## src/rtl/alu_pkg.sv

```systemverilog
package alu_pkg;

    // Opcode encodings sampled on the start strobe
    localparam logic [2:0] OPC_ADD = 3'b001;
    localparam logic [2:0] OPC_SUB = 3'b010;
    localparam logic [2:0] OPC_MUL = 3'b110;
    localparam logic [2:0] OPC_DIV = 3'b111;

    typedef enum logic [2:0] {
        ST_IDLE   = 3'd0,
        ST_MUL    = 3'd1,
        ST_DIV    = 3'd2,
        ST_MUL_WB = 3'd3,
        ST_DIV_WB = 3'd4
    } alu_state_e;

endpackage

```

## src/rtl/alu_adder.sv

```systemverilog
module alu_adder #(
    parameter int WIDTH = 33
) (
    input  logic [WIDTH-1:0] a,
    input  logic [WIDTH-1:0] b,
    input  logic             cin,
    output logic [WIDTH-1:0] sum,
    output logic             cout
);
    // The single carry-propagate adder shared by every operation
    assign {cout, sum} = {1'b0, a} + {1'b0, b} + {{WIDTH{1'b0}}, cin};
endmodule

```

## src/rtl/alu_operand_sel.sv

```systemverilog
module alu_operand_sel
    import alu_pkg::*;
#(
    parameter int DATA_W = 32
) (
    input  alu_state_e              state,
    input  logic [2:0]              opcode,
    input  logic [DATA_W-1:0]       op_a,
    input  logic [DATA_W-1:0]       op_b,
    input  logic [2*DATA_W+1:0]     work,
    input  logic [DATA_W-1:0]       mcand,
    output logic [DATA_W:0]         add_a,
    output logic [DATA_W:0]         add_b,
    output logic                    add_cin
);
    localparam int AW     = DATA_W + 1;
    localparam int WORK_W = 2 * DATA_W + 2;

    logic [AW-1:0] mcand_ext;
    assign mcand_ext = {mcand[DATA_W-1], mcand};

    always_comb begin
        add_a   = '0;
        add_b   = '0;
        add_cin = 1'b0;
        unique case (state)
            ST_IDLE: begin
                add_a = {op_a[DATA_W-1], op_a};
                if (opcode == OPC_SUB) begin
                    add_b   = ~{op_b[DATA_W-1], op_b};
                    add_cin = 1'b1;
                end else begin
                    add_b   = {op_b[DATA_W-1], op_b};
                end
            end
            ST_MUL: begin
                // Booth pair {y_i, y_i-1} sits in the two lowest work bits
                add_a = work[WORK_W-1 -: AW];
                unique case (work[1:0])
                    2'b01: add_b = mcand_ext;
                    2'b10: begin
                        add_b   = ~mcand_ext;
                        add_cin = 1'b1;
                    end
                    default: add_b = '0;
                endcase
            end
            ST_DIV: begin
                // Shifted partial remainder minus the zero-extended divisor
                add_a   = work[2*DATA_W-1 -: AW];
                add_b   = ~{1'b0, mcand};
                add_cin = 1'b1;
            end
            ST_MUL_WB, ST_DIV_WB: begin
                add_a = '0;
            end
        endcase
    end
endmodule

```

## src/rtl/shared_adder_alu.sv

```systemverilog
module shared_adder_alu
    import alu_pkg::*;
#(
    parameter int DATA_W = 32
) (
    input  logic                  clk,
    input  logic                  rst_n,
    input  logic [2:0]            opcode,
    input  logic [DATA_W-1:0]     op_a,
    input  logic [DATA_W-1:0]     op_b,
    output logic [2*DATA_W-1:0]   result,
    output logic                  busy,
    output logic                  done
);
    localparam int AW     = DATA_W + 1;
    localparam int RES_W  = 2 * DATA_W;
    localparam int WORK_W = 2 * DATA_W + 2;
    localparam int STEPS  = DATA_W;
    localparam int CNT_W  = $clog2(STEPS);

    alu_state_e          state_q, state_d;
    logic [CNT_W-1:0]    cnt_q;
    logic [WORK_W-1:0]   work_q, work_d;
    logic [DATA_W-1:0]   mcand_q;
    logic [AW-1:0]       add_a, add_b, add_sum;
    logic                add_cin, add_cout;
    logic                idle, start_mul, start_div, start_short, last_step;

    assign idle        = (state_q == ST_IDLE);
    assign start_mul   = idle && (opcode == OPC_MUL);
    assign start_div   = idle && (opcode == OPC_DIV);
    assign start_short = idle && ((opcode == OPC_ADD) || (opcode == OPC_SUB));
    assign last_step   = (cnt_q == CNT_W'(STEPS - 1));
    assign busy        = !idle;

    alu_operand_sel #(.DATA_W(DATA_W)) u_sel (
        .state   (state_q),
        .opcode  (opcode),
        .op_a    (op_a),
        .op_b    (op_b),
        .work    (work_q),
        .mcand   (mcand_q),
        .add_a   (add_a),
        .add_b   (add_b),
        .add_cin (add_cin)
    );

    alu_adder #(.WIDTH(AW)) u_adder (
        .a    (add_a),
        .b    (add_b),
        .cin  (add_cin),
        .sum  (add_sum),
        .cout (add_cout)
    );

    // Next state and next work register
    always_comb begin
        state_d = state_q;
        work_d  = work_q;
        unique case (state_q)
            ST_IDLE: begin
                if (start_mul) begin
                    state_d = ST_MUL;
                    work_d  = {{(DATA_W + 1){1'b0}}, op_a, 1'b0};
                end else if (start_div) begin
                    state_d = ST_DIV;
                    work_d  = {{(DATA_W + 2){1'b0}}, op_a};
                end
            end
            ST_MUL: begin
                // Add, then arithmetic shift right by one
                work_d = {add_sum[AW-1], add_sum, work_q[DATA_W:1]};
                if (last_step) state_d = ST_MUL_WB;
            end
            ST_DIV: begin
                // Shift left; keep the difference when it did not borrow
                if (add_cout)
                    work_d = {2'b00, add_sum[DATA_W-1:0], work_q[DATA_W-2:0], 1'b1};
                else
                    work_d = {2'b00, work_q[RES_W-2:0], 1'b0};
                if (last_step) state_d = ST_DIV_WB;
            end
            ST_MUL_WB, ST_DIV_WB: state_d = ST_IDLE;
        endcase
    end

    // State register process
    always_ff @(posedge clk) begin
        if (!rst_n) begin
            state_q <= ST_IDLE;
            cnt_q   <= '0;
            work_q  <= '0;
            mcand_q <= '0;
        end else begin
            state_q <= state_d;
            work_q  <= work_d;
            if ((state_q == ST_MUL) || (state_q == ST_DIV))
                cnt_q <= cnt_q + 1'b1;
            else
                cnt_q <= '0;
            if (start_mul || start_div)
                mcand_q <= op_b;
        end
    end

    // Output process
    always_ff @(posedge clk) begin
        if (!rst_n) begin
            result <= '0;
            done   <= 1'b0;
        end else begin
            done <= 1'b0;
            unique case (state_q)
                ST_IDLE: begin
                    if (start_short) begin
                        result <= {{DATA_W{add_sum[DATA_W-1]}}, add_sum[DATA_W-1:0]};
                        done   <= 1'b1;
                    end
                end
                ST_MUL_WB: begin
                    result <= work_q[RES_W:1];
                    done   <= 1'b1;
                end
                ST_DIV_WB: begin
                    result <= work_q[RES_W-1:0];
                    done   <= 1'b1;
                end
                ST_MUL, ST_DIV: ;
            endcase
        end
    end
endmodule

```

## config.mk

```make
export PLATFORM = sky130hd
export DESIGN_NAME = shared_adder_alu
export DESIGN_NICKNAME = d
export VERILOG_FILES = /design/src/rtl/alu_pkg.sv /design/src/rtl/alu_adder.sv /design/src/rtl/alu_operand_sel.sv /design/src/rtl/shared_adder_alu.sv
export SDC_FILE = /design/constraint.sdc
export NUM_CORES = 1
export LEC_CHECK = 0
export BUFFER_PORTS_ARGS = -buffer_cell sky130_fd_sc_hd__buf_2
export CAP_MARGIN = 30
export CORE_MARGIN = 1
export CORE_UTILIZATION = 42
export DETAILED_ROUTE_END_ITERATION = 10
export PLACE_DENSITY = 0.67
export REMOVE_ABC_BUFFERS = 1
export SYNTH_ARGS = -nofsm -noshare
export SYNTH_HDL_FRONTEND = slang
export SYNTH_SLANG_ARGS = --single-unit
```

## constraint.sdc

```tcl
create_clock -name clk -period 8.65 [get_ports clk]
set_input_delay 0.865 -clock clk [delete_from_list [all_inputs] [get_ports clk]]
set_output_delay 0.865 -clock clk [all_outputs]
set_load 0.01 [all_outputs]
```

==> out/metrics.csv <==
metric,value,unit
outcome,"finished, final reports clean",
via count,12200,
WS Path Type,flip-flop to flip-flop,
cell row count,60,
Synth Flop Type,dfxtp_1,
Hold Crit Class,flip-flop to flip-flop,
Num CTS Buffers,17,
cells along the critical path,"buf_4, or3b_1, nor3b_2, buf_4, a22oi_1, o21ai_0, ha_1, a21o_2, and3_2, nor2_1, a221o_1, a21o_1, o31ai_4, buf_4, nor2_1, a222oi_1, nor2_1",
NetSw,2700,uW
setup bufs post-CTS,0,
largest fanout on the critical path,41,
share of synthesized registers carrying an async set or reset,0,%
P_leak,0.00498,uW
area grow syn2layout,11.9,%
final setup violation count,0,
remaining antenna violation count,0,
Clock Tree Root,clkbuf_16,
Core ar.,26900,um^2
H-tree levels,4,
minimum clock period,6.07,ns
Die Y-Extent,167,um
Final Hold Vio Count,0,
clock network power share,14.7,%
first-pass GRT wire length,63200,um
Detailed Route Iter0 Violations,1085,
crit-path max cell delay,0.77,ns
synth cell count leaders,"nand2_1, a21oi_1, dfxtp_1, o21ai_0, clkbuf_1",
Final nets,1680,
routed wire length,39800,um
routed len/inst,20.7,um
CTS tree,done,
Yosys reg bits,170,
sequential power share,24.3,%
RSZ-0062 raised after global routing,false,
PwrDens,407,nW/um^2
area of placed instances,12200,um^2
CTS clock-pin slew for the worst setup and hold paths,0.07,ns
Util after Layout,47.7,%
Worst Skew,0.0109,ns
Diodes inserted,0,
DP HPWL,26200,um
Buffers on Ports,134,
Comb pwr share,60.9,%
Cell Count Post-Placement,1896,
Initial Util,42.6,%
die area,27900,um^2
Yosys warning count,0,
Hold WS,0.450,ns
DIE WIDTH,167,um
Cell variety after synth,67,
Crit. End Element,flip-flop,
share of cells above drive strength 1,13.8,%
fin crit share,70.2,%
Int Pwr,2520,uW
area share of the largest cell type after synthesis,29.7,%
Least-Margin Pin Slew,1.01,ns
DR pass1 iterations,8,
IO Pins,135,
post-route insts no fill,1929,
gp weighted congestion,0.913,
detailed-route DRC error count,0,
hold buffers post-CTS,0,
clk sinks,170,
vias per cell,6.33,
max-slew violation count,0,
most common cell in the synthesized netlist,nand2_1,
dominant cell type by area after synthesis,dfxtp_1,
overall routing resource usage,28.2,%
largest net degree at the start of global routing,97,
Mean Syn Cell Area,7.44,um^2
Slew headroom,32.4,%
clk buf depth,2,
Worst path slowest cell,o31ai_4,
initial antenna violation count,0,
critical path data required time,8.96,ns
GR Overflow Total,0,
Final Cell Area,12800,um^2
Fmax achieved,165,MHz
post-cts sizing count,0,
register area share after synthesis,29.7,%
critical path arrival,6.39,ns
worst vdd ir,237,uV
maxcap violations,0,
"Clk Latency, worst-skew pair",0.44,ns
Post-synth EDFFs,0,
Sw Share,51.7,%
vias in the first global route,11500,
Cells after Synth,1539,
dominant cells by area after synthesis,"dfxtp_1, a21oi_1, a22oi_1, nand2_1, o21ai_0",
Worst setup SP type,flip-flop,
mapped cell area,11400,um^2
routing by layer:
layer / GRT usage (%) / vias up / share of wire [%]
li1: - / 5777 / -
met1: 37.4 / 5836 / 44
met2: 45.8 / 536 / 46
met3: 4.90 / 59 / 7.0
met4: 10.2 / 0 / 2.4
met5: 0 / - / 0
cell usage in the layout (no fill, tap or decap), types with 4 or more instances in the layout:
master	count
nor3b_2	4
a22oi_1	113
a21oi_1	171
nand3_1	45
xnor2_1	18
a22o_1	7
o21ai_0	162
a21o_1	13
and2_1	4
a21boi_0	4
nor3_1	6
clkinvlp_4	4
dfxtp_1	168
nor2_1	79
a221oi_1	37
and3_1	7
inv_1	9
inv_6	5
a211o_1	4
ha_1	34
nand2_1	220
o22ai_1	7
o21ai_1	14
nand4_1	6
clkbuf_16	17
mux2i_1	35
a222oi_1	6
o211ai_1	7
buf_2	134
o21a_1	8
a211oi_1	6
xor2_1	45
a31oi_1	48
a221o_1	31
nand2b_1	28
buf_4	26
worst max-delay path: cells and delay by family (launching register included):
kind / cells / cell delay (ns)
compound gates: 7 / 2.23
simple gates: 6 / 1.68
buf+inv: 3 / 1.28
fa+ha+maj: 1 / 0.41
flops: 1 / 0.33
cells by family after synthesis:
kind of cell,Yosys count,share of synthesized area (%)
adders and majority gates,36,4.07
buffers and inverters,155,5.35
muxes,36,3.16
AOI/OAI and AO/OA,658,36.8
and+or+nand+nor,421,16.1
xor gates and xnor gates,63,4.82
DFF,170,29.7
stage by stage:
stage | setup slack, ns | total power, uW | setup TNS, ns
after floorplan | -0.578 | 3370 | -19.07
after global placement | 2.87 | 4370 | 0
after detailed placement | 2.68 | 4400 | 0
after CTS | 2.65 | 5180 | 0
after global routing | 2.40 | 5600 | 0
final | 2.58 | 5220 | 0
area by class of cell:
cell class                      instances  area [um^2]
Clock inverter                         14          135
Clock buffer                           18          429
Timing Repair Buffer                  161          877
Sequential cell                       170         3410
Fill cell                            2724        14100
Inverter                               11         41.3
Tap cell                              341          427
Multi-Input combinational cell       1214         7500
flip-flops by register name, indices dropped and copies added, names as in the netlist:
name     flops
cnt_q        5
done         1
mcand_q     32
result      64
state_q      3
work_q      65
power groups by stage:
stage | Sequential [uW] | Clock, uW | Combinational (uW)
after detailed placement | 1280 | 0 | 3120
after floorplan | 1270 | 0 | 2100
final | 1270 | 768 | 3180
after global placement | 1270 | 0 | 3100
after global routing | 1300 | 809 | 3490
after CTS | 1260 | 777 | 3140
path summary, 6_finish.rpt:
check	slack [ns]	end	from	depth (start not counted)
worst max-delay path	2.58	work_q[55]	state_q[0]	17
worst min-delay path	0.45	cnt_q[0]	cnt_q[0]	1
worst max register to register	2.58	work_q[55]	state_q[0]	17
worst min register to register	0.45	cnt_q[0]	cnt_q[0]	1
(Power assumes the default switching activity.)
